$ cat src/rtl/dsp_pkg.sv
package dsp_pkg;

    localparam int CLS_W   = 4;
    localparam int NPIPE   = 3;
    localparam int PIPE_CX = 0;
    localparam int PIPE_SX = 1;
    localparam int PIPE_LS = 2;

    // class codes
    localparam logic [CLS_W-1:0] CL_ALU   = CLS_W'(0);
    localparam logic [CLS_W-1:0] CL_ROT   = CLS_W'(3);
    localparam logic [CLS_W-1:0] CL_LOAD  = CLS_W'(10);
    localparam logic [CLS_W-1:0] CL_CACHE = CLS_W'(12);
    localparam logic [CLS_W-1:0] CL_ATOM  = CLS_W'(13);

    typedef enum logic [1:0] {
        RT_FLEX,
        RT_CX,
        RT_LS,
        RT_PAIR
    } route_e;

    typedef struct packed {
        logic             occ;
        logic [CLS_W-1:0] cls;
        logic             pair;
    } stage_t;

    function automatic route_e route_of(input logic [CLS_W-1:0] c);
        route_e r;
        if (c <= CL_ROT)
            r = RT_FLEX;
        else if (c >= CL_LOAD && c <= CL_CACHE)
            r = RT_LS;
        else if (c == CL_ATOM)
            r = RT_PAIR;
        else
            r = RT_CX;
        return r;
    endfunction

    // one-hot (or pair) target for a route given the free stages; zero if none fits
    function automatic logic [NPIPE-1:0] pick_target(input route_e r,
                                                     input logic [NPIPE-1:0] f);
        logic [NPIPE-1:0] t;
        t = '0;
        case (r)
            RT_FLEX: begin
                if (f[PIPE_SX])      t[PIPE_SX] = 1'b1;
                else if (f[PIPE_CX]) t[PIPE_CX] = 1'b1;
            end
            RT_CX:   if (f[PIPE_CX]) t[PIPE_CX] = 1'b1;
            RT_LS:   if (f[PIPE_LS]) t[PIPE_LS] = 1'b1;
            default: begin
                if (f[PIPE_CX] && f[PIPE_LS]) begin
                    t[PIPE_CX] = 1'b1;
                    t[PIPE_LS] = 1'b1;
                end
            end
        endcase
        return t;
    endfunction

endpackage

$ cat src/rtl/dsp_ra_stage.sv
module dsp_ra_stage
    import dsp_pkg::*;
(
    input  logic             clk,
    input  logic             rst_n,
    input  logic             load_i,
    input  logic [CLS_W-1:0] load_cls_i,
    input  logic             load_pair_i,
    input  logic             go_i,
    output logic             occ_o,
    output logic [CLS_W-1:0] cls_o,
    output logic             pair_o
);

    stage_t st_d, st_q;

    always_comb begin
        st_d = st_q;
        if (go_i) begin
            st_d.occ  = 1'b0;
            st_d.pair = 1'b0;
        end
        if (load_i) begin
            st_d.occ  = 1'b1;
            st_d.cls  = load_cls_i;
            st_d.pair = load_pair_i;
        end
    end

    always_ff @(posedge clk or negedge rst_n) begin
        if (!rst_n) st_q <= '0;
        else        st_q <= st_d;
    end

    assign occ_o  = st_q.occ;
    assign cls_o  = st_q.cls;
    assign pair_o = st_q.pair;

    AST_NO_OVERWRITE: assert property (@(posedge clk) disable iff (!rst_n)
        load_i |-> (!st_q.occ || go_i));

    AST_HOLD_UNTIL_GO: assert property (@(posedge clk) disable iff (!rst_n)
        (st_q.occ && !go_i) |=> (st_q.occ && $stable(st_q.cls)));

    AST_NO_GO_EMPTY: assert property (@(posedge clk) disable iff (!rst_n)
        go_i |-> st_q.occ);

endmodule

$ cat src/rtl/dsp_steer.sv
module dsp_steer
    import dsp_pkg::*;
(
    input  logic             s0_vld_i,
    input  logic [CLS_W-1:0] s0_cls_i,
    input  logic             s1_vld_i,
    input  logic [CLS_W-1:0] s1_cls_i,
    input  logic [NPIPE-1:0] free_i,
    output logic             acc0_o,
    output logic             acc1_o,
    output logic [NPIPE-1:0] tgt0_o,
    output logic [NPIPE-1:0] tgt1_o
);

    route_e           r0, r1;
    logic [NPIPE-1:0] left;
    logic [NPIPE-1:0] t1_raw;

    always_comb begin
        r0     = route_of(s0_cls_i);
        r1     = route_of(s1_cls_i);
        tgt0_o = s0_vld_i ? pick_target(r0, free_i) : '0;
        acc0_o = |tgt0_o;
        left   = free_i & ~tgt0_o;
        // slot 1 never takes the paired class, and never passes a stalled slot 0
        t1_raw = (s1_vld_i && r1 != RT_PAIR) ? pick_target(r1, left) : '0;
        acc1_o = (|t1_raw) && (!s0_vld_i || acc0_o);
        tgt1_o = acc1_o ? t1_raw : '0;
    end

endmodule

$ cat src/rtl/dsp_pipe_steer.sv
module dsp_pipe_steer
    import dsp_pkg::*;
(
    input  logic                   clk,
    input  logic                   rst_n,
    input  logic                   s0_vld_i,
    input  logic [CLS_W-1:0]       s0_cls_i,
    input  logic                   s1_vld_i,
    input  logic [CLS_W-1:0]       s1_cls_i,
    input  logic [NPIPE-1:0]       pipe_rdy_i,
    input  logic [NPIPE-1:0]       pipe_busy_i,
    output logic [NPIPE-1:0]       disp_o,
    output logic [NPIPE*CLS_W-1:0] disp_cls_o,
    output logic                   s0_stall_o,
    output logic                   s1_stall_o
);

    logic [NPIPE-1:0] occ, pair, own_go, go, free, load, load_pair;
    logic [CLS_W-1:0] cls      [NPIPE];
    logic [CLS_W-1:0] load_cls [NPIPE];
    logic             pair_go, acc0, acc1;
    logic [NPIPE-1:0] tgt0, tgt1;
    route_e           r0;

    always_comb begin
        r0      = route_of(s0_cls_i);
        own_go  = occ & pipe_rdy_i & ~pipe_busy_i;
        pair_go = own_go[PIPE_CX] && own_go[PIPE_LS];
        for (int p = 0; p < NPIPE; p++) begin
            go[p] = pair[p] ? pair_go : own_go[p];
        end
        free = ~occ | go;
    end

    dsp_steer u_steer (
        .s0_vld_i (s0_vld_i),
        .s0_cls_i (s0_cls_i),
        .s1_vld_i (s1_vld_i),
        .s1_cls_i (s1_cls_i),
        .free_i   (free),
        .acc0_o   (acc0),
        .acc1_o   (acc1),
        .tgt0_o   (tgt0),
        .tgt1_o   (tgt1)
    );

    for (genvar p = 0; p < NPIPE; p++) begin : g_ra
        always_comb begin
            load[p]      = tgt0[p] | tgt1[p];
            load_cls[p]  = tgt0[p] ? s0_cls_i : s1_cls_i;
            load_pair[p] = tgt0[p] && (r0 == RT_PAIR);
        end

        dsp_ra_stage u_stage (
            .clk         (clk),
            .rst_n       (rst_n),
            .load_i      (load[p]),
            .load_cls_i  (load_cls[p]),
            .load_pair_i (load_pair[p]),
            .go_i        (go[p]),
            .occ_o       (occ[p]),
            .cls_o       (cls[p]),
            .pair_o      (pair[p])
        );

        assign disp_cls_o[p*CLS_W +: CLS_W] = go[p] ? cls[p] : '0;
    end

    assign disp_o     = go;
    assign s0_stall_o = s0_vld_i && !acc0;
    assign s1_stall_o = s1_vld_i && !acc1;

    AST_PAIR_LOCKSTEP: assert property (@(posedge clk) disable iff (!rst_n)
        (disp_o[PIPE_CX] && disp_cls_o[PIPE_CX*CLS_W +: CLS_W] == CL_ATOM)
        |-> (disp_o[PIPE_LS] && disp_cls_o[PIPE_LS*CLS_W +: CLS_W] == CL_ATOM));

    AST_SLOT1_NO_ATOM: assert property (@(posedge clk) disable iff (!rst_n)
        (s1_vld_i && s1_cls_i == CL_ATOM) |-> s1_stall_o);

    AST_IN_ORDER: assert property (@(posedge clk) disable iff (!rst_n)
        s0_stall_o |-> (!s1_vld_i || s1_stall_o));

    AST_NO_DUAL_CLAIM: assert property (@(posedge clk) disable iff (!rst_n)
        (acc0 && acc1) |-> ((tgt0 & tgt1) == '0));

    AST_MEM_TO_LS: assert property (@(posedge clk) disable iff (!rst_n)
        (s0_vld_i && !s0_stall_o && route_of(s0_cls_i) == RT_LS)
        |=> (occ[PIPE_LS] && cls[PIPE_LS] == $past(s0_cls_i)));

    AST_CX_ONLY: assert property (@(posedge clk) disable iff (!rst_n)
        (s0_vld_i && !s0_stall_o && route_of(s0_cls_i) == RT_CX)
        |=> (occ[PIPE_CX] && cls[PIPE_CX] == $past(s0_cls_i)));

endmodule

$ cat config.mk
export PLATFORM = sky130hd
export DESIGN_NAME = dsp_pipe_steer
export DESIGN_NICKNAME = d
export VERILOG_FILES = /design/src/rtl/dsp_pkg.sv /design/src/rtl/dsp_ra_stage.sv /design/src/rtl/dsp_steer.sv /design/src/rtl/dsp_pipe_steer.sv
export SDC_FILE = /design/constraint.sdc
export NUM_CORES = 1
export LEC_CHECK = 0
export ABC_AREA = 1
export CORE_ASPECT_RATIO = 2
export CORE_MARGIN = 1
export CORE_UTILIZATION = 35
export CTS_CLUSTER_SIZE = 10
export DETAILED_ROUTE_END_ITERATION = 10
export DONT_BUFFER_PORTS = 1
export PLACE_DENSITY = 0.48
export SLEW_MARGIN = 20
export SYNTH_ARGS = -nofsm -noshare
export SYNTH_HDL_FRONTEND = slang
export SYNTH_SLANG_ARGS = --single-unit
$ cat constraint.sdc
create_clock -name clk -period 2.6 [get_ports clk]
set_input_delay 0.26 -clock clk [delete_from_list [all_inputs] [get_ports clk]]
set_output_delay 0.26 -clock clk [all_outputs]
set_load 0.1 [all_outputs]
# After elaboration in Yosys (flattened, before gate mapping)
# Cells that the tools add are included.
[word_totals] ff_bits=18
[classes] magnitude_cmp=6 eq_ne=8 n_mux=40 bitwise=10 reduce_logical=25
[ops] op="two-way mux 4 bit" n=6
[ops] op="two-way mux 1 bit" n=18
[ops] op="two-way mux 6 bit" n=3
[ops] op="logical AND 1 bit" n=12
[ops] op="two-way mux 2 bit" n=6
[ops] op="bitwise AND 3 bit" n=3
[ops] op="two-way mux 3 bit" n=3
[ops] op="inverter 3 bit" n=3
[ops] op="== test 4 bit, second input constant" n=2
[ops] op=">= comparator 4 bit, second input constant" n=2
[ops] op="<= comparator 4 x 2 -> 1 bit, second input constant" n=2
[ops] op="<= comparator 4 bit, second input constant" n=2
[ops] op="== test 2 bit, second input constant" n=3
[ops] op="case mux 1 bit (3 select lines)" n=2
[ops] op="nonzero test 2 bit" n=3
[ops] op="OR reduction 3 bit" n=2
[ops] op="== test 2 x 1 -> 1 bit, second input constant" n=2
[ops] op="logical NOT 2 bit" n=2
[ops] op="case mux 1 bit (2 select lines)" n=2
[ops] op="OR reduction 2 bit" n=2
[ops] op="logical NOT 1 bit" n=3
[ops] op="OR 1 bit" n=3
[ops] op="OR 3 bit" n=1
[ops] op="inequality test 2 bit, second input constant" n=1
[ops] op="logical OR 1 bit" n=1

# Longest topological paths before layout
# Gate-level depths: netlist of the first run.
[depth] depth_word=20 ltp_mapped=15

# Cells and area by module
# Synthesis of the first run repeated with hierarchy kept, for this count alone.
[unflattened] cells_unflattened=219 hier_area_um2=1363.8
[by_module_without_submodules] mod="dsp_ra_stage" n_inst=3 cells_each=25 area_each_um2=221.5 seq_area_each_um2=150.1
[by_module_without_submodules] mod="dsp_pipe_steer" n_inst=1 cells_each=87 area_each_um2=415.4 seq_area_each_um2=0.0
[by_module_without_submodules] mod="dsp_steer" n_inst=1 cells_each=57 area_each_um2=284.0 seq_area_each_um2=0.0

# Worst setup path after synthesis of the first run
# OpenSTA, ideal clock, no wires.
[synth_path] path_kind="register to output" start="reg g_ra[0].u_stage.st_q, in the netlist g_ra[0].u_stage.occ_o" end="out s1_stall_o" arrival_ps=2767 t_required_ps=2340 path_slack_ps=-427 path_stages_with_launch=11 n_path_buf=0 path_cell_list="dfrtp_1 > nand2_1 > nor2_2 > nand2_1 > nand3_2 > nand2_2 > a21oi_4 > nand2_2 > nand2_1 > nand3_2 > a21oi_1"
[synth_via] elab_chain_cells=19 word_cells_on_any_way=36
[synth_rtl] item="start, declared" line_no="dsp_ra_stage.sv:15" text="stage_t st_d, st_q;"
[synth_rtl] item="start signal, assigned" line_no="dsp_ra_stage.sv:32" text="else st_q <= st_d;"
[synth_rtl] item="bitwise AND 3 bit (2 in series)" line_no="dsp_pipe_steer.sv:27" text="own_go = occ & pipe_rdy_i & ~pipe_busy_i;"
[synth_rtl] item="logical AND 1 bit" line_no="dsp_pipe_steer.sv:28" text="pair_go = own_go[PIPE_CX] && own_go[PIPE_LS];"
[synth_rtl] item="two-way mux 1 bit" line_no="dsp_pipe_steer.sv:30" text="go[p] = pair[p] ? pair_go : own_go[p];"
[synth_rtl] item="OR 3 bit (*)" line_no="dsp_pipe_steer.sv:32" text="free = ~occ | go;"
[synth_rtl] item="two-way mux 1 bit or logical AND 1 bit (tied branches)" line_no="dsp_pkg.sv:50, dsp_pkg.sv:52, dsp_pkg.sv:55"
[synth_rtl] item="two-way mux 1 bit (on tied branches)" line_no="dsp_pkg.sv:49, dsp_pkg.sv:55"
[synth_rtl] item="case mux 1 bit (3 select lines) or case mux 1 bit (2 select lines) (tied branches)" line_no="dsp_pkg.sv:47" text="case (r)"
[synth_rtl] item="two-way mux 3 bit" line_no="dsp_steer.sv:22" text="tgt0_o = s0_vld_i ? pick_target(r0, free_i) : '0;"
[synth_rtl] item="[... 2 more ...]"
[synth_rtl] item="two-way mux 1 bit or logical AND 1 bit (tied branches)" line_no="dsp_pkg.sv:50, dsp_pkg.sv:52, dsp_pkg.sv:55"
[synth_rtl] item="two-way mux 1 bit (on tied branches)" line_no="dsp_pkg.sv:49, dsp_pkg.sv:55"
[synth_rtl] item="case mux 1 bit (3 select lines) or case mux 1 bit (2 select lines) (tied branches)" line_no="dsp_pkg.sv:47"
[synth_rtl] item="two-way mux 3 bit" line_no="dsp_steer.sv:26" text="t1_raw = (s1_vld_i && r1 != RT_PAIR) ? pick_target(r1, left) : '0;"
[synth_rtl] item="OR reduction 3 bit" line_no="dsp_steer.sv:27" text="acc1_o = (|t1_raw) && (!s0_vld_i || acc0_o);"
[synth_rtl] item="logical AND 1 bit (*)" line_no="dsp_steer.sv:27"
[synth_rtl] item="logical NOT 1 bit (*)" line_no="dsp_pipe_steer.sv:71" text="assign s1_stall_o = s1_vld_i && !acc1;"
[synth_rtl] item="logical AND 1 bit (*)" line_no="dsp_pipe_steer.sv:71"
[synth_rtl] item="end, declared" line_no="dsp_pipe_steer.sv:15" text="output logic s1_stall_o"
# Every way passes the cells marked *; elsewhere a longest branch is shown, timed or not.

# Final worst setup path of the first run
[layout_path] start="reg g_ra[0].u_stage.st_q, in the netlist g_ra[0].u_stage.occ_o" end="out s0_stall_o"
[layout_via] elab_chain_cells=12 word_cells_on_any_way=21
[layout_rtl] item="bitwise AND 3 bit (2 in series)" line_no="dsp_pipe_steer.sv:27"
[layout_rtl] item="logical AND 1 bit" line_no="dsp_pipe_steer.sv:28"
[layout_rtl] item="two-way mux 1 bit" line_no="dsp_pipe_steer.sv:30"
[layout_rtl] item="OR 3 bit (*)" line_no="dsp_pipe_steer.sv:32"
[layout_rtl] item="two-way mux 1 bit or logical AND 1 bit (tied branches)" line_no="dsp_pkg.sv:50, dsp_pkg.sv:52, dsp_pkg.sv:55"
[layout_rtl] item="two-way mux 1 bit (on tied branches)" line_no="dsp_pkg.sv:49, dsp_pkg.sv:55"
[layout_rtl] item="case mux 1 bit (3 select lines) or case mux 1 bit (2 select lines) (tied branches)" line_no="dsp_pkg.sv:47"
[layout_rtl] item="two-way mux 3 bit (*)" line_no="dsp_steer.sv:22"
[layout_rtl] item="OR reduction 3 bit (*)" line_no="dsp_steer.sv:23" text="acc0_o = |tgt0_o;"
[layout_rtl] item="logical NOT 1 bit (*)" line_no="dsp_pipe_steer.sv:70" text="assign s0_stall_o = s0_vld_i && !acc0;"
[layout_rtl] item="logical AND 1 bit (*)" line_no="dsp_pipe_steer.sv:70"
[layout_rtl] item="end, declared" line_no="dsp_pipe_steer.sv:14" text="output logic s0_stall_o,"
# Marks and branches as above.

==> results.ini, run 1 <==
[detailed_routing]
drc = 0
dr.first_iter.drc_count = 19
routedWlPerCell_um = 12.2
dr.pass1.iters = 4
antenna_left = 0
num_vias = 1162
vias_per_cell = 4.76
drt-total-wl_um = 2980

[clock_tree]
clockBufferDepth = 2
clk_latency_ns = 0.25
post-cts-setup-buffers = 0
clkTransAtPathRegs_ns = 0.07
cts_tree = built
clkSinkCount = 18
clock-root-buffer = clkbuf_8
htree_levels = 1
cts-resized-gates = 0
cts_buffers = 3

[grt]
grt_pass1_vias = 1173
globalRouteTotalUtil_pct = 17.2
grt_max_degree = 19
grt_pass1_wl_um = 4970
antenna_found_initial = 0
overflow = 0

[logic_synthesis]
synth_cell_types = 25
seq_area_frac_synth_pct = 35.7
netlist_instances = 179
yosys_register_bits = 18
synth_nets = 197
syn_area_per_cell_um2 = 7.04
yosysWarnings = 0
synth_area_um2 = 1260

[worst_setup_path]
cpPeakStageDelay_ns = 0.38
path_common_cell = nand2_1
critPathArrivalTime_ns = 2.19
cpMaxStageDelayCell = dfrtp_1
rrSetupSlack_ns = 0.61
critPathLaunchType = register
path_delay_family = simple AND/OR/NAND/NOR gates
crit_path_end_kind = output port
worstPathRequired_ns = 2.34
crit_buf_inv = 1
path_cells = nand2_1 > nor2_2 > nand3_1 > nand3_2 > nand2_1 > nand2_1 > nand2_1 > nand2_4 > nand3_2 > nor2_4 > buf_4
crit_type = reg -> out
path_max_fanout = 18

[final_layout]
drive_above_1_share_pct = 27.6
syn_to_final_growth_pct = 28.7
fin_util_pct = 47.5
nNetsFinal = 215
stdcell_area_um2 = 1620
antenna_cells = 0

[die]
start_util_pct = 36.9
core_region_area_um2 = 3420
die_w_um = 44.4
rows = 30
fp.dieH_um = 86.9
io_pins = 35
dieArea_um2 = 3860

[place]
place.gp.congestion = 0.873
dp_hpwl_um = 2540
port_buffers = 0
place_area_um2 = 1560

[power]
vdd_drop_max_v = 0.000376
p_leak_nw = 0.838
p_per_area_nw_per_um2 = 888
totalPowerFinal_w = 0.00144

[sta]
totalNegativeSetupSlack_ns = 0
rsz0062_at_grt = false
skew_ns = 0.00141
min_period_over_period_pct = 94.0
slew_headroom_pct = 44.9
hold_viol_final = 0
setup_violations = 0
slew_violations = 0
fin_hold_ws_ns = 0.232
fmax_mhz = 409
fin_crit_ns = 2.45
worst_slew_pin_slew_ns = 0.825

[outcome]
status = finished, final reports clean

[job]
cap_viol_max_count = 0

[min_path]
hold_class = in -> reg

final timing paths:
check                                                          start                                   end  cells past startpoint
worst min-delay path                                     s1_cls_i[0]  g_ra[0].u_stage.cls_o[0]$_DFFE_PN0P_                      4
worst min register to register  g_ra[2].u_stage.cls_o[3]$_DFFE_PN0P_  g_ra[2].u_stage.cls_o[3]$_DFFE_PN0P_                      2
min in group asynchronous                                      rst_n  g_ra[1].u_stage.cls_o[0]$_DFFE_PN0P_                      1
worst max-delay path               g_ra[0].u_stage.occ_o$_DFFE_PN0P_                            s0_stall_o                     11
max in group asynchronous                                      rst_n  g_ra[2].u_stage.cls_o[3]$_DFFE_PN0P_                      1
worst max register to register     g_ra[0].u_stage.occ_o$_DFFE_PN0P_  g_ra[1].u_stage.cls_o[0]$_DFFE_PN0P_                     13
report_power, final:
group          internal [W]  switching, W
clock              0.000134     0.0000882
sequential         0.000380     0.0000485
combinational      0.000223      0.000566
total              0.000737      0.000703
layout by cell type, fill, tap and decap left out, drive strengths merged:
master / n
clkinv: 1
dfrtp: 18
o21ai: 17
a21oi: 3
buf: 16
nand4: 3
nand2: 54
o21a: 1
o211a: 1
dlygate4sd3: 1
clkbuf: 4
nor3: 1
nand3: 18
nor3b: 1
nor2: 22
o211ai: 1
inv: 34
per-layer routing:
metal	global-route usage [%]	vias to the layer above	share of wire [%]
met5	0	-	0
met4	10.5	0	4.4
met3	2.49	8	5.5
met2	31.4	42	55
met1	17.3	525	35
li1	-	587	-
final cells by class:
class | instances | area (µm²)
clock buffer | 4 | 55.1
tap | 48 | 60.1
sequential | 18 | 450
multi-input combinational | 122 | 681
timing repair buffer | 17 | 243
fill | 365 | 1790
inverter | 35 | 133
state kept, by name (all words and copies together) (netlist names):
signal	cells
g_ra.u_stage.cls_o	12
g_ra.u_stage.occ_o	3
g_ra.u_stage.pair_o	3
kinds of logic after synthesis:
| group | share of synthesized area, % |
|---|---|
| buffers and inverters | 12.9 |
| AO/OA/AOI/OAI | 12.0 |
| flip-flops | 35.7 |
| AND/OR/NAND/NOR | 39.3 |
Yosys cell counts:
library cell	count	area, µm²
a21oi_1	1	5.00
clkinv_2	1	5.00
nand4_2	1	12.5
o211a_1	1	10.0
nor2_4	2	22.5
o21a_1	1	7.51
nand2_4	2	22.5
o21ai_0	16	80.1
o21ai_4	1	16.3
nand2_2	5	31.3
dfrtp_1	18	450
nand3_1	12	60.1
nor2_1	19	71.3
nand4_1	2	12.5
nand3_4	1	17.5
nor2_2	1	6.26
nor3_1	1	5.00
nand3_2	5	50.1
buf_4	4	30.0
inv_1	34	128
o211ai_1	1	7.51
nand2_1	47	176
a21oi_4	1	16.3
a21oi_2	1	8.76
nor3b_1	1	7.51
through the flow:
| step | std cells | setup WS [ns] |
|---|---|---|
| floorplan | 179 | 0.118 |
| global placement | 239 | 0.490 |
| detailed placement | 239 | 0.420 |
| CTS | 244 | 0.136 |
| global route | 244 | 0.0101 |
| finish | 244 | 0.155 |
what timing repair did:
| item | in CTS | in global routing |
|---|---|---|
| hold endpoints to repair | 18 | 0 |
| setup endpoints to repair | 0 | 0 |
| hold buffers | 1 | 0 |
worst min-delay path, delay by kind of cell:
| kind | cells | cell delay, ns |
|---|---|---|
| and+or+nand+nor | 3 | 0.13 |
| AOI/OAI and AO/OA | 1 | 0.06 |
Note: power is estimated with default switching activity, not from simulation.
==> run 2: changes to the inputs <==
--- a/config.mk
+++ b/config.mk
@@ -6,6 +6,7 @@
 export NUM_CORES = 1
 export LEC_CHECK = 0
 export ABC_AREA = 1
+export CAP_MARGIN = 15
 export CORE_ASPECT_RATIO = 2
 export CORE_MARGIN = 1
 export CORE_UTILIZATION = 35
@@ -13,6 +14,7 @@
 export DETAILED_ROUTE_END_ITERATION = 10
 export DONT_BUFFER_PORTS = 1
 export PLACE_DENSITY = 0.48
+export SETUP_SLACK_MARGIN = 0.2
 export SLEW_MARGIN = 20
 export SYNTH_ARGS = -nofsm -noshare
 export SYNTH_HDL_FRONTEND = slang
==> constraint.sdc (replaced) <==
create_clock -name clk -period 2.5 [get_ports clk]
set_input_delay 0.25 -clock clk [delete_from_list [all_inputs] [get_ports clk]]
set_output_delay 0.25 -clock clk [all_outputs]
set_load 0.1 [all_outputs]
==> run 2 against run 1 <==
Effect of this change: worst hold slack gained 0.0031 ns; largest power group unchanged; sequential share of layout area shrank 2.8 points; first-iteration DRC count up 21%; cell count increased by 4.9%; via count increased by 8.3%; routed wire length increased by 11%; non-clock buffer count is 13 higher; combinational power up 26%; utilization is 5.3 points higher; clock power down 10%.
==> results.ini, run 2 (synthesis results as in run 1) <==
[place]
port_buffers = 0  ; unchanged
dp_hpwl_um = 2500  ; -1.4%
place_area_um2 = 1570  ; +0.96%
place.gp.congestion = 0.882  ; +1.1%

[worst_setup_path]
critPathLaunchType = register
cpMaxStageDelayCell = dfrtp_1
path_delay_family = simple AND/OR/NAND/NOR gates
worstPathRequired_ns = 2.25  ; -0.09 ns
path_max_fanout = 4  ; -14
rr_worst_depth = 13  ; unchanged
path_cells = nand2_2 > nor2_4 > nand2_4 > nand3_4 > nand2_2 > a21oi_4 > nand2_4 > nand3_4 > nand3_4 > a21oi_4 > buf_12
cp.depth = 11  ; unchanged
crit_type = reg -> out
critPathArrivalTime_ns = 2.02  ; -0.17 ns
path_common_cell = nand3_4
cpPeakStageDelay_ns = 0.38  ; about the same
crit_path_end_kind = output port
crit_buf_inv = 1  ; unchanged

[final_layout]
nNetsFinal = 228  ; +6.0%
mostFrequentLayoutCells = nand2_1, inv_1, buf_4, dfrtp_1, o21ai_0
fill_cells = 332  ; -9.0%
stdcell_area_um2 = 1800  ; +11%
multiInputGateArea_um2 = 764  ; +12%
fin_util_pct = 52.7  ; +5.3 points
syn_to_final_growth_pct = 43.0
seq_area_um2 = 450  ; unchanged
layout_commonest_cell = nand2_1
antenna_cells = 0  ; unchanged
largest_reg_flops = 12  ; unchanged
drive_above_1_share_pct = 34.1  ; +6.6 points

[grt]
grt_max_degree = 19  ; unchanged
antenna_found_initial = 0  ; unchanged
use_met2_pct = 31.1  ; -0.27 points
top_usage_layer = met2
gr-usage-met3_pct = 2.07  ; -0.41 points
grt_pass1_vias = 1209  ; +3.1%
overflow = 0  ; unchanged
grt_pass1_wl_um = 5060  ; +1.8%
grt_use_met1_pct = 18.6  ; +1.3 points
globalRouteTotalUtil_pct = 17.8  ; +0.61 points

[detailed_routing]
dr.first_iter.drc_count = 23  ; +4
num_vias = 1259  ; +8.3%
routedWlPerCell_um = 12.9  ; +5.6%
vias_per_cell = 4.92  ; +3.3%
antenna_left = 0  ; unchanged
dr.pass1.iters = 4  ; unchanged
drc = 0  ; unchanged
drt-total-wl_um = 3300  ; +11%

[clock_tree]
clockBufferDepth = 2  ; unchanged
clkSinkCount = 18  ; unchanged
clock-root-buffer = clkbuf_8
cts_tree = built
cts_buffers = 3  ; unchanged
clkTransAtPathRegs_ns = 0.06  ; about the same
clk_latency_ns = 0.25  ; about the same
htree_levels = 1  ; unchanged

[sta]
rsz0062_at_grt = true
slew_headroom_pct = 45.5  ; +0.54 points
fmax_mhz = 440
slew_violations = 0  ; unchanged
fin_hold_ws_ns = 0.235  ; +0.00311 ns
worst_slew_pin_slew_ns = 0.815  ; -0.00995 ns
min_period_over_period_pct = 90.9
hold_viol_final = 0  ; unchanged
setup_violations = 0  ; unchanged
skew_ns = 0.00292  ; +0.00150 ns
fin_crit_ns = 2.27
totalNegativeSetupSlack_ns = 0  ; unchanged

[die]
core_region_area_um2 = 3420  ; unchanged
rows = 30  ; unchanged
io_pins = 35  ; unchanged
die_w_um = 44.4  ; unchanged
start_util_pct = 36.9  ; unchanged
dieArea_um2 = 3860  ; unchanged
fp.dieH_um = 86.9  ; unchanged

[min_path]
hold_class = in -> reg
holdPathStages = 4  ; unchanged

[job]
cap_viol_max_count = 0  ; unchanged

[power]
p_leak_nw = 0.928  ; +11%
vdd_drop_max_v = 0.000421  ; +12%
p_per_area_nw_per_um2 = 909  ; +2.4%

[outcome]
status = finished, final reports clean

-- run 2: cell types whose count changed in the layout (fill, tap and decap cells not counted), moves of 2 or more --
cell / change
buf_4: +12
nand2_1: -4
nand3_2: -2
nand2_4: +5
nand3_4: +3
-- run 2: area by class of cell --
type                            instances  area share (%)
Sequential cell                        18            25.0
Tap cell                               48            3.33
Timing Repair Buffer                   30            19.6
Inverter                               35            7.36
Multi-Input combinational cell        122            42.4
Clock buffer                            3            2.29
-- run 2: report_power, final --
part / total [W] / switching (W) / internal [W]
registers: 0.000444 / 0.0000486 / 0.000396
logic: 0.000995 / 0.000660 / 0.000336
clock network: 0.000199 / 0.0000915 / 0.000107
total: 0.00164 / 0.000800 / 0.000838
-- run 2: metrics by stage --
step | setup slack [ns] | total power [W] | std cells
2_1_floorplan | 0.182 | 0.00109 | 179
3_3_place_gp | 0.415 | 0.00126 | 240
4_1_cts | 0.151 | 0.00151 | 245
3_5_place_dp | 0.348 | 0.00128 | 240
5_1_grt | 0.135 | 0.00173 | 256
6_report | 0.228 | 0.00164 | 256
-- run 2: worst paths after layout --
kind,endpoint,slack [ns],startpoint
setup / recovery,s1_stall_o,0.23,g_ra[0].u_stage.occ_o$_DFFE_PN0P_
hold / removal,g_ra[0].u_stage.cls_o[0]$_DFFE_PN0P_,0.23,s1_cls_i[0]
hold reg to reg,g_ra[2].u_stage.cls_o[3]$_DFFE_PN0P_,0.46,g_ra[2].u_stage.cls_o[3]$_DFFE_PN0P_
max in group asynchronous,g_ra[0].u_stage.pair_o$_DFFE_PN0P_,1.46,rst_n
min in group asynchronous,g_ra[0].u_stage.occ_o$_DFFE_PN0P_,0.54,rst_n
setup reg to reg,g_ra[1].u_stage.cls_o[1]$_DFFE_PN0P_,0.43,g_ra[0].u_stage.occ_o$_DFFE_PN0P_
-- run 2: worst reg2reg max path, stage by stage, from the launching register on --
cell	delay [ns]
dfrtp_1	0.38
nand2_2	0.08
nor2_4	0.16
nand2_4	0.09
nand3_4	0.09
nand2_2	0.07
a21oi_4	0.24
nand2_4	0.12
buf_4	0.15
clkinv_2	0.06
nor2_4	0.05
buf_4	0.15
o21ai_4	0.20
o21ai_0	0.12
-- run 2: what timing repair did --
item | CTS | global route
hold endpoints to repair | 18 | 0
gates resized for setup | 3 | 15
cloned | 0 | 0
buffers inserted | 1 | 11
setup endpoints to repair | 2 | 2
pin swaps | 1 | 9
hold buffers | 1 | 0
-- run 2: routing by layer --
| layer | vias to the layer above | part of all wire, % |
|---|---|---|
| met1 | 569 | 36 |
| li1 | 614 | - |
| met5 | - | 0 |
| met2 | 61 | 53 |
| met4 | 0 | 6.1 |
| met3 | 15 | 5.2 |
==> run 3: changes to the inputs <==
--- a/config.mk
+++ b/config.mk
@@ -7,14 +7,13 @@
 export LEC_CHECK = 0
 export ABC_AREA = 1
 export CAP_MARGIN = 15
-export CORE_ASPECT_RATIO = 2
 export CORE_MARGIN = 1
-export CORE_UTILIZATION = 35
+export CORE_UTILIZATION = 62
 export CTS_CLUSTER_SIZE = 10
 export DETAILED_ROUTE_END_ITERATION = 10
 export DONT_BUFFER_PORTS = 1
-export PLACE_DENSITY = 0.48
-export SETUP_SLACK_MARGIN = 0.2
+export PLACE_DENSITY = 0.77
+export SETUP_SLACK_MARGIN = 0.3
 export SLEW_MARGIN = 20
 export SYNTH_ARGS = -nofsm -noshare
 export SYNTH_HDL_FRONTEND = slang
==> run 3 against run 2 <==
Effect of this change: the run now fails in 5_1_grt; synthesized cell count stayed put; synthesized area stayed put.
==> results.ini, run 3 <==
[outcome]
status = aborted with a tool error
stop_stage = 5_1_grt
first-error = [ERROR DPL-0038] Utilization greater than 100%, impossible to legalize

[die]
start_util_pct = 69.2  ; +32 points
io_pins = 35  ; unchanged
fp.dieH_um = 47.1  ; -46%
rows = 15  ; -50%
die_w_um = 47.1  ; +6.0%

[sta]
endpoint_type = top-level output
grt-worst-endpoint = s1_stall_o

[clock_tree]
clockBufferDepth = 2  ; unchanged
clock-root-buffer = clkbuf_4
clkSinkCount = 18  ; unchanged
cts_buffers = 3  ; unchanged
htree_levels = 1  ; unchanged

[grt]
grt_max_degree = 19

[logic_synthesis]
yosysWarnings = 0  ; unchanged
seq_area_frac_synth_pct = 35.7  ; unchanged
yosys.area.top_type = dfrtp_1
yosys_register_bits = 18  ; unchanged
yosysMostFrequentCell = nand2_1
synth_common_cells = nand2_1, inv_1, nor2_1
synth_edf_count = 0  ; unchanged
syn_area_per_cell_um2 = 7.04  ; unchanged
ys_async_sr_fraction_pct = 100  ; unchanged
synth_nets = 197  ; unchanged
synth_cell_types = 25  ; unchanged
synth.area.top_cells = dfrtp_1, nand2_1, inv_1
synth_flop_cell = dfrtp_1
synth_top_area_share_pct = 35.7  ; unchanged
synth_area_um2 = 1260  ; unchanged
netlist_instances = 179  ; unchanged

[place]
dp_hpwl_um = 2530  ; +1.3%
port_buffers = 0  ; unchanged
place.gp.congestion = 0.894  ; +1.3%

==> run 3: cell counts after synthesis <==
No cell type changed its count.
==> run 3: kinds of logic after synthesis <==
logic type,Yosys count,share of synthesized area [%]
simple gates,99,39.3
buf+inv,39,12.9
compound gates,23,12.0
flops,18,35.7
==> run 3: timing repair <==
action | CTS
hold buffers | 1
endpoints found under the hold margin | 18
resized for setup | 12
pin swaps | 9
buffers inserted | 13
setup endpoints to repair | 2
==> run 3: per-stage QoR <==
stage	instances	utilization, %	cell area [µm²]	worst slack, ns	hold WS [ns]
2_1_floorplan	179	-	1280	0.182	-0.0456
3_3_place_gp	217	84.7	1540	0.437	-0.0453
3_5_place_dp	217	84.7	1540	0.296	-0.0452
4_1_cts	235	95.7	1740	0.136	0.172
==> run 4: changes to the inputs <==
--- a/config.mk
+++ b/config.mk
@@ -7,13 +7,11 @@
 export LEC_CHECK = 0
 export ABC_AREA = 1
 export CAP_MARGIN = 15
-export CORE_MARGIN = 1
-export CORE_UTILIZATION = 62
-export CTS_CLUSTER_SIZE = 10
+export CORE_AREA = 2 2 63 65
 export DETAILED_ROUTE_END_ITERATION = 10
+export DIE_AREA = 0 0 65 67
 export DONT_BUFFER_PORTS = 1
-export PLACE_DENSITY = 0.77
-export SETUP_SLACK_MARGIN = 0.3
+export PLACE_DENSITY_LB_ADDON = 0.15
 export SLEW_MARGIN = 20
 export SYNTH_ARGS = -nofsm -noshare
 export SYNTH_HDL_FRONTEND = slang
==> run 4 against run 3 <==
Effect of this change: the run now ends clean.
==> results.ini, run 4 (synthesis results as in run 1) <==
[final_layout]
nNetsFinal = 223
antenna_cells = 0
instances_no_fill = 252
layout_commonest_cell = nand2_1
mostFrequentLayoutCells = nand2_1, inv_1, dfrtp_1, o21ai_0, buf_4
drive_above_1_share_pct = 31.9
largest_reg_flops = 12
syn_to_final_growth_pct = 39.0

[job]
cap_viol_max_count = 0

[sta]
worst_slew_pin_slew_ns = 0.819
setup_ws_ns = 0.117
setup_violations = 0
hold_viol_final = 0
slew_violations = 0
fin_crit_ns = 2.38
fin_hold_ws_ns = 0.230
skew_ns = 0.00451
min_period_over_period_pct = 95.3
slew_headroom_pct = 45.2
fmax_mhz = 420

[clock_tree]
clockBufferDepth = 2  ; unchanged
htree_levels = 1  ; unchanged
cts_tree = built
clkSinkCount = 18  ; unchanged
clock-root-buffer = clkbuf_8
clk_latency_ns = 0.25
cts_buffers = 3  ; unchanged
clkTransAtPathRegs_ns = 0.06

[place]
place.gp.congestion = 0.844  ; -5.6%
place_ws_ns = 0.324  ; +0.0275 ns
place_inst = 240  ; +11%
dp_hpwl_um = 2400  ; -5.3%
port_buffers = 0  ; unchanged

[grt]
overflow = 0
antenna_found_initial = 0
globalRouteTotalUtil_pct = 15.1
grt_max_degree = 19
grt_pass1_vias = 1157
grt_pass1_wl_um = 5110

[min_path]
hold_class = in -> reg
hold_path.startpoint = s1_cls_i[2]

[detailed_routing]
dr.first_iter.drc_count = 70
drc = 0
antenna_left = 0
drt-total-wl_um = 3030
dr.pass1.iters = 5
num_vias = 1198
vias_per_cell = 4.75
routedWlPerCell_um = 12.0

[worst_setup_path]
cpMaxStageDelayCell = dfrtp_1
r2r_start = g_ra[0].u_stage.occ_o$_DFFE_PN0P_
crit_path_end_kind = output port
crit_buf_inv = 1
crit_type = reg -> out
path_delay_family = simple AND/OR/NAND/NOR gates
path_cells = nand2_1 > nor2_4 > nand2_1 > nand3_4 > nand2_2 > a21oi_4 > nand2_8 > nand3_2 > nand3_4 > a21oi_4 > buf_12
critPathArrivalTime_ns = 2.13
worstPathRequired_ns = 2.25
cpPeakStageDelay_ns = 0.37
critPathLaunch = g_ra[0].u_stage.occ_o$_DFFE_PN0P_
path_max_fanout = 8
critPathLaunchType = register

[die]
dieArea_um2 = 4360
die_w_um = 65  ; +38%
rows = 22  ; +7
io_pins = 35  ; unchanged
fp.dieH_um = 67  ; +42%
start_util_pct = 34.9  ; -34 points
core_region_area_um2 = 3610

[power]
p_per_area_nw_per_um2 = 920
clockPowerShare_pct = 14.6
switching_share_pct = 48.2
p_sw_w = 0.000777
power_frac_seq_pct = 27.5
p_leak_nw = 0.899
p_comb_share_pct = 57.9
vdd_drop_max_v = 0.000297
power.internal_w = 0.000834

[outcome]
status = finished, final reports clean

[run 4: per-layer routing]
layer	up-vias	routed length, µm	GRT usage, %
met5	-	0	0
met4	0	24	5.59
met3	4	185	3.04
met2	39	1440	23.6
met1	551	1380	20.6
li1	604	-	-
[run 4: cell type report]
cell class / instances / area [µm²]
Tap cell: 48 / 60.1
Fill cell: 361 / 1850
Clock buffer: 4 / 55.1
Timing Repair Buffer: 25 / 307
Multi-Input combinational cell: 122 / 747
Sequential cell: 18 / 450
Inverter: 35 / 133
[run 4: worst paths after layout]
kind,slack (ns),to,cells past startpoint
worst max-delay path,0.12,s1_stall_o,11
worst min-delay path,0.23,g_ra[0].u_stage.cls_o[2]$_DFFE_PN0P_,4
worst max register to register,0.50,g_ra[0].u_stage.cls_o[0]$_DFFE_PN0P_,13
worst min register to register,0.49,g_ra[2].u_stage.cls_o[3]$_DFFE_PN0P_,2
max in group asynchronous,1.45,g_ra[2].u_stage.cls_o[3]$_DFFE_PN0P_,1
min in group asynchronous,0.53,g_ra[2].u_stage.cls_o[1]$_DFFE_PN0P_,1
[run 4: power groups by stage]
stage	Clock (W)	Combinational, W	Sequential, W
2_1_floorplan	0	0.000644	0.000437
3_3_place_gp	0	0.000814	0.000447
3_5_place_dp	0	0.000823	0.000450
4_1_cts	0.000240	0.000831	0.000444
5_1_grt	0.000254	0.00102	0.000452
6_report	0.000235	0.000934	0.000442
[run 4: metrics by stage]
stage	setup TNS, ns	instance area, µm²	util, %	total power, W
final	0	1750	48.6	0.00161
after global routing	-0.0291	1750	48.6	0.00172
after CTS	0	1630	45.2	0.00152
after detailed placement	0	1560	43.4	0.00127
after global placement	0	1560	43.4	0.00126
after floorplan	0	1260	-	0.00108
[run 4: worst register-to-register path, cell delays in order, from the launching register on]
cell and delay (ns):
dfrtp_1 0.37, nand2_1 0.10, nor2_4 0.14, nand2_1 0.12, nand3_4 0.12, nand2_2 0.07
a21oi_4 0.27, nand2_4 0.11, buf_4 0.16, nand4_2 0.14, nand3_4 0.14, nand2_4 0.10
nand2_1 0.06, nand2_1 0.06
[run 4: repair_timing]
| item | 4_1_cts | 5_1_grt |
|---|---|---|
| setup buffers | 0 | 7 |
| gates resized for setup | 0 | 13 |
| hold buffers | 1 | 0 |
| setup endpoints to repair | 0 | 2 |
| hold endpoints to repair | 18 | 0 |
